**config.mk**
```make
export PLATFORM = sky130hd
export DESIGN_NAME = mseq_top
export DESIGN_NICKNAME = d
export VERILOG_FILES = /design/src/rtl/mseq_pkg.sv /design/src/rtl/mseq_cond_eval.sv /design/src/rtl/mseq_dispatch.sv /design/src/rtl/mseq_next_sel.sv /design/src/rtl/mseq_top.sv
export SDC_FILE = /design/constraint.sdc
export NUM_CORES = 1
export LEC_CHECK = 0
export CAP_MARGIN = 30
export CORE_MARGIN = 2
export CORE_UTILIZATION = 38
export CTS_BUF_LIST = sky130_fd_sc_hd__clkbuf_4 sky130_fd_sc_hd__clkbuf_8
export CTS_CLUSTER_DIAMETER = 100
export DETAILED_ROUTE_END_ITERATION = 16
export PLACE_DENSITY = 0.66
export SLEW_MARGIN = 20
export SYNTH_ARGS = -nofsm -noshare
export SYNTH_HDL_FRONTEND = slang
export SYNTH_HIERARCHICAL = 1
export SYNTH_SLANG_ARGS = --single-unit
```
**constraint.sdc**
```tcl
create_clock -name clk -period 1.6 [get_ports clk]
set_input_delay 0.24 -clock clk [delete_from_list [all_inputs] [get_ports clk]]
set_output_delay 0.24 -clock clk [all_outputs]
set_load 0.05 [all_outputs]
```
**src/rtl/mseq_pkg.sv**
```systemverilog
package mseq_pkg;

  typedef enum logic [1:0] {
    CS_ALWAYS   = 2'b00,
    CS_INDIRECT = 2'b01,
    CS_SIGN     = 2'b10,
    CS_ZERO     = 2'b11
  } cond_sel_e;

  typedef enum logic [1:0] {
    BT_JUMP     = 2'b00,
    BT_CALL     = 2'b01,
    BT_RETURN   = 2'b10,
    BT_DISPATCH = 2'b11
  } br_type_e;

endpackage

```
**src/rtl/mseq_cond_eval.sv**
```systemverilog
module mseq_cond_eval
  import mseq_pkg::*;
(
  input  logic [1:0] sel,
  input  logic       ind_bit,
  input  logic       ac_sign,
  input  logic       ac_zero,
  output logic       taken
);

  always_comb begin
    unique case (cond_sel_e'(sel))
      CS_ALWAYS:   taken = 1'b1;
      CS_INDIRECT: taken = ind_bit;
      CS_SIGN:     taken = ac_sign;
      default:     taken = ac_zero;
    endcase
  end

endmodule

```
**src/rtl/mseq_dispatch.sv**
```systemverilog
module mseq_dispatch #(
  parameter int ADDR_W = 7,
  parameter int OPC_W  = 4,
  parameter int SLOT_W = 2
) (
  input  logic [OPC_W-1:0]  opcode,
  output logic [ADDR_W-1:0] entry
);

  localparam int USED_W = OPC_W + SLOT_W;

  // Routine entry = opcode scaled by the slot size; spare upper bits stay 0.
  generate
    if (ADDR_W > USED_W) begin : g_pad
      assign entry = {{(ADDR_W-USED_W){1'b0}}, opcode, {SLOT_W{1'b0}}};
    end else begin : g_fit
      assign entry = {opcode, {SLOT_W{1'b0}}};
    end
  endgenerate

endmodule

```
**src/rtl/mseq_next_sel.sv**
```systemverilog
module mseq_next_sel
  import mseq_pkg::*;
#(
  parameter int ADDR_W = 7
) (
  input  logic [1:0]        br_type,
  input  logic              taken,
  input  logic [ADDR_W-1:0] car,
  input  logic [ADDR_W-1:0] sbr,
  input  logic [ADDR_W-1:0] addr_field,
  input  logic [ADDR_W-1:0] entry,
  output logic [ADDR_W-1:0] car_d,
  output logic              sbr_we,
  output logic [ADDR_W-1:0] sbr_d
);

  logic [ADDR_W-1:0] car_inc;
  assign car_inc = car + ADDR_W'(1);   // wraps modulo 2**ADDR_W
  assign sbr_d   = car_inc;

  always_comb begin
    sbr_we = 1'b0;
    unique case (br_type_e'(br_type))
      BT_JUMP:   car_d = taken ? addr_field : car_inc;
      BT_CALL: begin
        car_d  = taken ? addr_field : car_inc;
        sbr_we = taken;
      end
      BT_RETURN: car_d = sbr;
      default:   car_d = entry;
    endcase
  end

endmodule

```
**src/rtl/mseq_top.sv**
```systemverilog
module mseq_top
  import mseq_pkg::*;
#(
  parameter int ADDR_W = 7,
  parameter int OPC_W  = 4,
  parameter int SLOT_W = 2
) (
  input  logic              clk,
  input  logic              rst,
  input  logic [1:0]        br_type,
  input  logic [1:0]        cond_sel,
  input  logic [ADDR_W-1:0] addr_field,
  input  logic [OPC_W-1:0]  opcode,
  input  logic              ind_bit,
  input  logic              ac_sign,
  input  logic              ac_zero,
  output logic [ADDR_W-1:0] car
);

  logic              taken;
  logic [ADDR_W-1:0] entry;
  logic [ADDR_W-1:0] car_d;
  logic              sbr_we;
  logic [ADDR_W-1:0] sbr_d;
  logic [ADDR_W-1:0] sbr;

  mseq_cond_eval u_cond (
    .sel     (cond_sel),
    .ind_bit (ind_bit),
    .ac_sign (ac_sign),
    .ac_zero (ac_zero),
    .taken   (taken)
  );

  mseq_dispatch #(.ADDR_W(ADDR_W), .OPC_W(OPC_W), .SLOT_W(SLOT_W)) u_disp (
    .opcode (opcode),
    .entry  (entry)
  );

  mseq_next_sel #(.ADDR_W(ADDR_W)) u_next (
    .br_type    (br_type),
    .taken      (taken),
    .car        (car),
    .sbr        (sbr),
    .addr_field (addr_field),
    .entry      (entry),
    .car_d      (car_d),
    .sbr_we     (sbr_we),
    .sbr_d      (sbr_d)
  );

  always_ff @(posedge clk) begin
    if (rst) begin
      car <= '0;
      sbr <= '0;
    end else begin
      car <= car_d;
      if (sbr_we) sbr <= sbr_d;
    end
  end

  AST_RESET_CLEAR: assert property (@(posedge clk)
    $past(rst) |-> (car == '0 && sbr == '0));

  AST_TAKEN_JUMP: assert property (@(posedge clk) disable iff (rst)
    (!$past(rst) && $past(br_type) == BT_JUMP && $past(taken))
      |-> car == $past(addr_field));

  AST_FALSE_STEP: assert property (@(posedge clk) disable iff (rst)
    (!$past(rst) && $past(br_type) inside {BT_JUMP, BT_CALL} && !$past(taken))
      |-> car == $past(car) + ADDR_W'(1));

  AST_CALL_SAVE: assert property (@(posedge clk) disable iff (rst)
    (!$past(rst) && $past(br_type) == BT_CALL && $past(taken))
      |-> sbr == $past(car) + ADDR_W'(1));

  AST_SBR_HOLD: assert property (@(posedge clk) disable iff (rst)
    (!$past(rst) && !($past(br_type) == BT_CALL && $past(taken)))
      |-> $stable(sbr));

  AST_RETURN_LOAD: assert property (@(posedge clk) disable iff (rst)
    (!$past(rst) && $past(br_type) == BT_RETURN) |-> car == $past(sbr));

  AST_DISPATCH_ALIGN: assert property (@(posedge clk) disable iff (rst)
    (!$past(rst) && $past(br_type) == BT_DISPATCH)
      |-> (car[SLOT_W-1:0] == '0 && car[SLOT_W +: OPC_W] == $past(opcode)));

endmodule

```
==> results.sh <==
export IMPL_yosys_warnings=6
export IMPL_first_global_vias=743
export IMPL_dpl_hpwl_um=1634
export IMPL_hp_class="reg -> reg"
export IMPL_synth_main_ff_cell="dfxtp_1"
export IMPL_num_vias=783
export IMPL_finalCritPeriodShare_pct=93.46
export IMPL_grt_max_degree=15
export IMPL_netlist_area_um2=893.4
export IMPL_critPathMaxStageDelay_ps=500
export IMPL_diodes=0
export IMPL_antenna_found_initial=0
export IMPL_drt_pass1_iter_count=4
export IMPL_yosysTopAreaCell="dfxtp_1"
export IMPL_fin_nets=155
export IMPL_cts_sinks=14
export IMPL_avgViaCountPerCell=4.863
export IMPL_fin_cells=161
export IMPL_rows=17
export IMPL_area_delta_synth_final_pct=39.92
export IMPL_rr_endpoint="car[6]"
export IMPL_path_clk_slew_ps=80
export IMPL_cpMostUsedCell="or3_1"
export IMPL_end_kind="register"
export IMPL_startpoint_type="primary input"
export IMPL_io_pins=27
export IMPL_clock_skew_final_ps=12.66
export IMPL_synth_edf_count=0
export IMPL_cts_tree="yes"
export IMPL_cts_buffers_inserted=3
export IMPL_seq_area_frac_synth_pct=31.37
export IMPL_ir_drop_mv=0.4217
export IMPL_min_to="sbr[6]"
export IMPL_h_tree_depth=1
export IMPL_finish_utilization_pct=56.50
export IMPL_cp_required_ps=1820
export IMPL_hold_start="sbr[6]"
export IMPL_rr_worst_depth=5
export IMPL_post_route_min_period_ps=1495
export IMPL_critPathKind="in -> reg"
export IMPL_setup_violations=0
export IMPL_cts_path_max_buffers=2
export IMPL_port_buffers=26
export IMPL_grt_pass1_wl_um=3367
export IMPL_dieWidth_um=52.49
export IMPL_place_inst=156
export IMPL_syn_avg_cell_area_um2=8.934
export IMPL_place_congestion=0.7774
export IMPL_crit_slowest_cell="clkdlybuf4s50_1"
export IMPL_synthArstFlopShare_pct=0
export IMPL_synth_seq_cells=14
export IMPL_p_leak_nw=0.5647
export IMPL_fmax_mhz=668.7
export IMPL_wire_per_inst_um=13.09
export IMPL_netlist_instances=100
export IMPL_setup_tns_ps=0
export IMPL_max_cap_viol_count=0
export IMPL_drt_iter0_drc=8
export IMPL_crit_arrival_ps=1710
export IMPL_initial_core_util_pct=40.38
export IMPL_power_uw=918.6
export IMPL_ys_top_cells_by_area="dfxtp_1 31%, mux2i_1 15%, buf_4 6.7%"
export IMPL_clock_latency_ps=280
export IMPL_drt_wl_total_um=2107
export IMPL_ant_nets=0
export IMPL_maxSlewViolCount=0
export IMPL_cts_root_buf="clkbuf_4"
export IMPL_die_area_um2=2755
export IMPL_die_y_um=52.49
export IMPL_drc_errors=0
export IMPL_powerDensity_nw_per_um2=734.9
export IMPL_status="finished, final reports clean"
export IMPL_grtUsageTotal_pct=16.76
export IMPL_crit_fanout=4
export IMPL_fill_cells=223
export IMPL_synth_top_area_share_pct=31.37
export IMPL_design_core_area_um2=2212
export IMPL_gr_total_overflow=0
export IMPL_hold_depth=2
export IMPL_rsz0062_at_grt="false"
export IMPL_hold_violations=0
export IMPL_r2r_start="car[0]"
export IMPL_cp_cell_sequence="clkdlybuf4s50_1, buf_4, or3_1, nor3_1, or3_1, nor2b_1"
export IMPL_yosysUniqueCellTypes=28
export IMPL_r2r_slack_ps=130
export IMPL_drive_gt1_share_pct=30.08
## registers in the layout, indices dropped and copies added, names as in the netlist
| signal | cells |
|---|---|
| car | 7 |
| sbr | 7 |
## report_power, final
part / switching (mW) / total [mW] / internal [mW]
Clock: 0.121 / 0.259 / 0.138
Sequential: 0.0211 / 0.391 / 0.370
Combinational: 0.129 / 0.269 / 0.140
Total: 0.271 / 0.919 / 0.648
## cell usage after synthesis (all sizes together) (3+ instances only)
cell type / instances
mux2: 3
buf: 11
nor2: 12
or3: 4
a21oi: 3
mux2i: 13
nor2b: 9
dfxtp: 14
nand2: 3
xor2: 3
## critical path: cells and delay by family
family,cells,cell delay (ps)
simple gates,4,780
buf+inv,2,680
## cells in the final DEF, fill, tap and decap left out, drive strengths merged, types with 3 or more instances in the layout
cell           instances
a21oi                  3
buf                   21
clkbuf                 4
clkdlybuf4s50         13
conb                   3
dfxtp                 14
dlygate4sd2            6
mux2                   3
mux2i                 13
nand2                  3
nor2                  12
nor2b                  9
or3                    4
xor2                   3
## metrics by stage
stage                     hold slack [ps]  worst slack [ps]  cell area (um^2)
final                               503.8             104.6              1250
after global routing                542.8             70.07              1250
after CTS                           508.2             103.2              1250
after detailed placement            488.6            -446.0              1201
after global placement              478.5            -388.8              1201
after floorplan                     301.9             28.27             920.9
## cell families after synthesis
kind of cell / count (synthesis) / synth area share, %
AO/OA/AOI/OAI: 14 / 11.76
flip-flops: 14 / 31.37
AND/OR/NAND/NOR: 34 / 19.89
other: 1 / 0.4198
adder cells (fa/ha/maj): 1 / 1.400
multiplexers: 16 / 18.77
XOR/XNOR: 5 / 4.903
buffers and inverters: 15 / 11.48
## area by class of cell
type                            count  area [um^2]  area share [%]
Clock buffer                        4        36.28           2.903
Tap cell                           28        35.03           2.803
Multi-Input combinational cell     73        538.0           43.04
Inverter                            2        7.507          0.6006
Timing Repair Buffer               40        340.3           27.23
Sequential cell                    14        292.8           23.42
## worst max-delay path by stage
| stage | from | endpoint | slack, ps | cells after the start |
|---|---|---|---|---|
| CTS | br_type[1] | car[6] | 100 | 6 |
| global placement | cond_sel[1] | sbr[4] | -390 | 7 |
| detailed placement | cond_sel[1] | sbr[4] | -450 | 7 |
| finish | br_type[1] | car[6] | 100 | 6 |
| global route | cond_sel[1] | car[6] | 70 | 8 |
| floorplan | car[0] | car[6] | 30 | 5 |
## metal layers
metal / wire, um / vias to the layer above / GRT usage, %
met5: 0 / - / 0
met4: 35 / 0 / 7.692
met3: 137 / 4 / 3.143
met2: 941 / 24 / 27.50
met1: 993 / 354 / 21.02
li1: - / 401 / -
## repair_timing
action	4_1_cts	5_1_grt
setup endpoints to repair	9	0
gates resized for setup	10	0
hold buffers	0	0
setup buffers	1	0
Note: power is estimated with default switching activity, not from simulation.
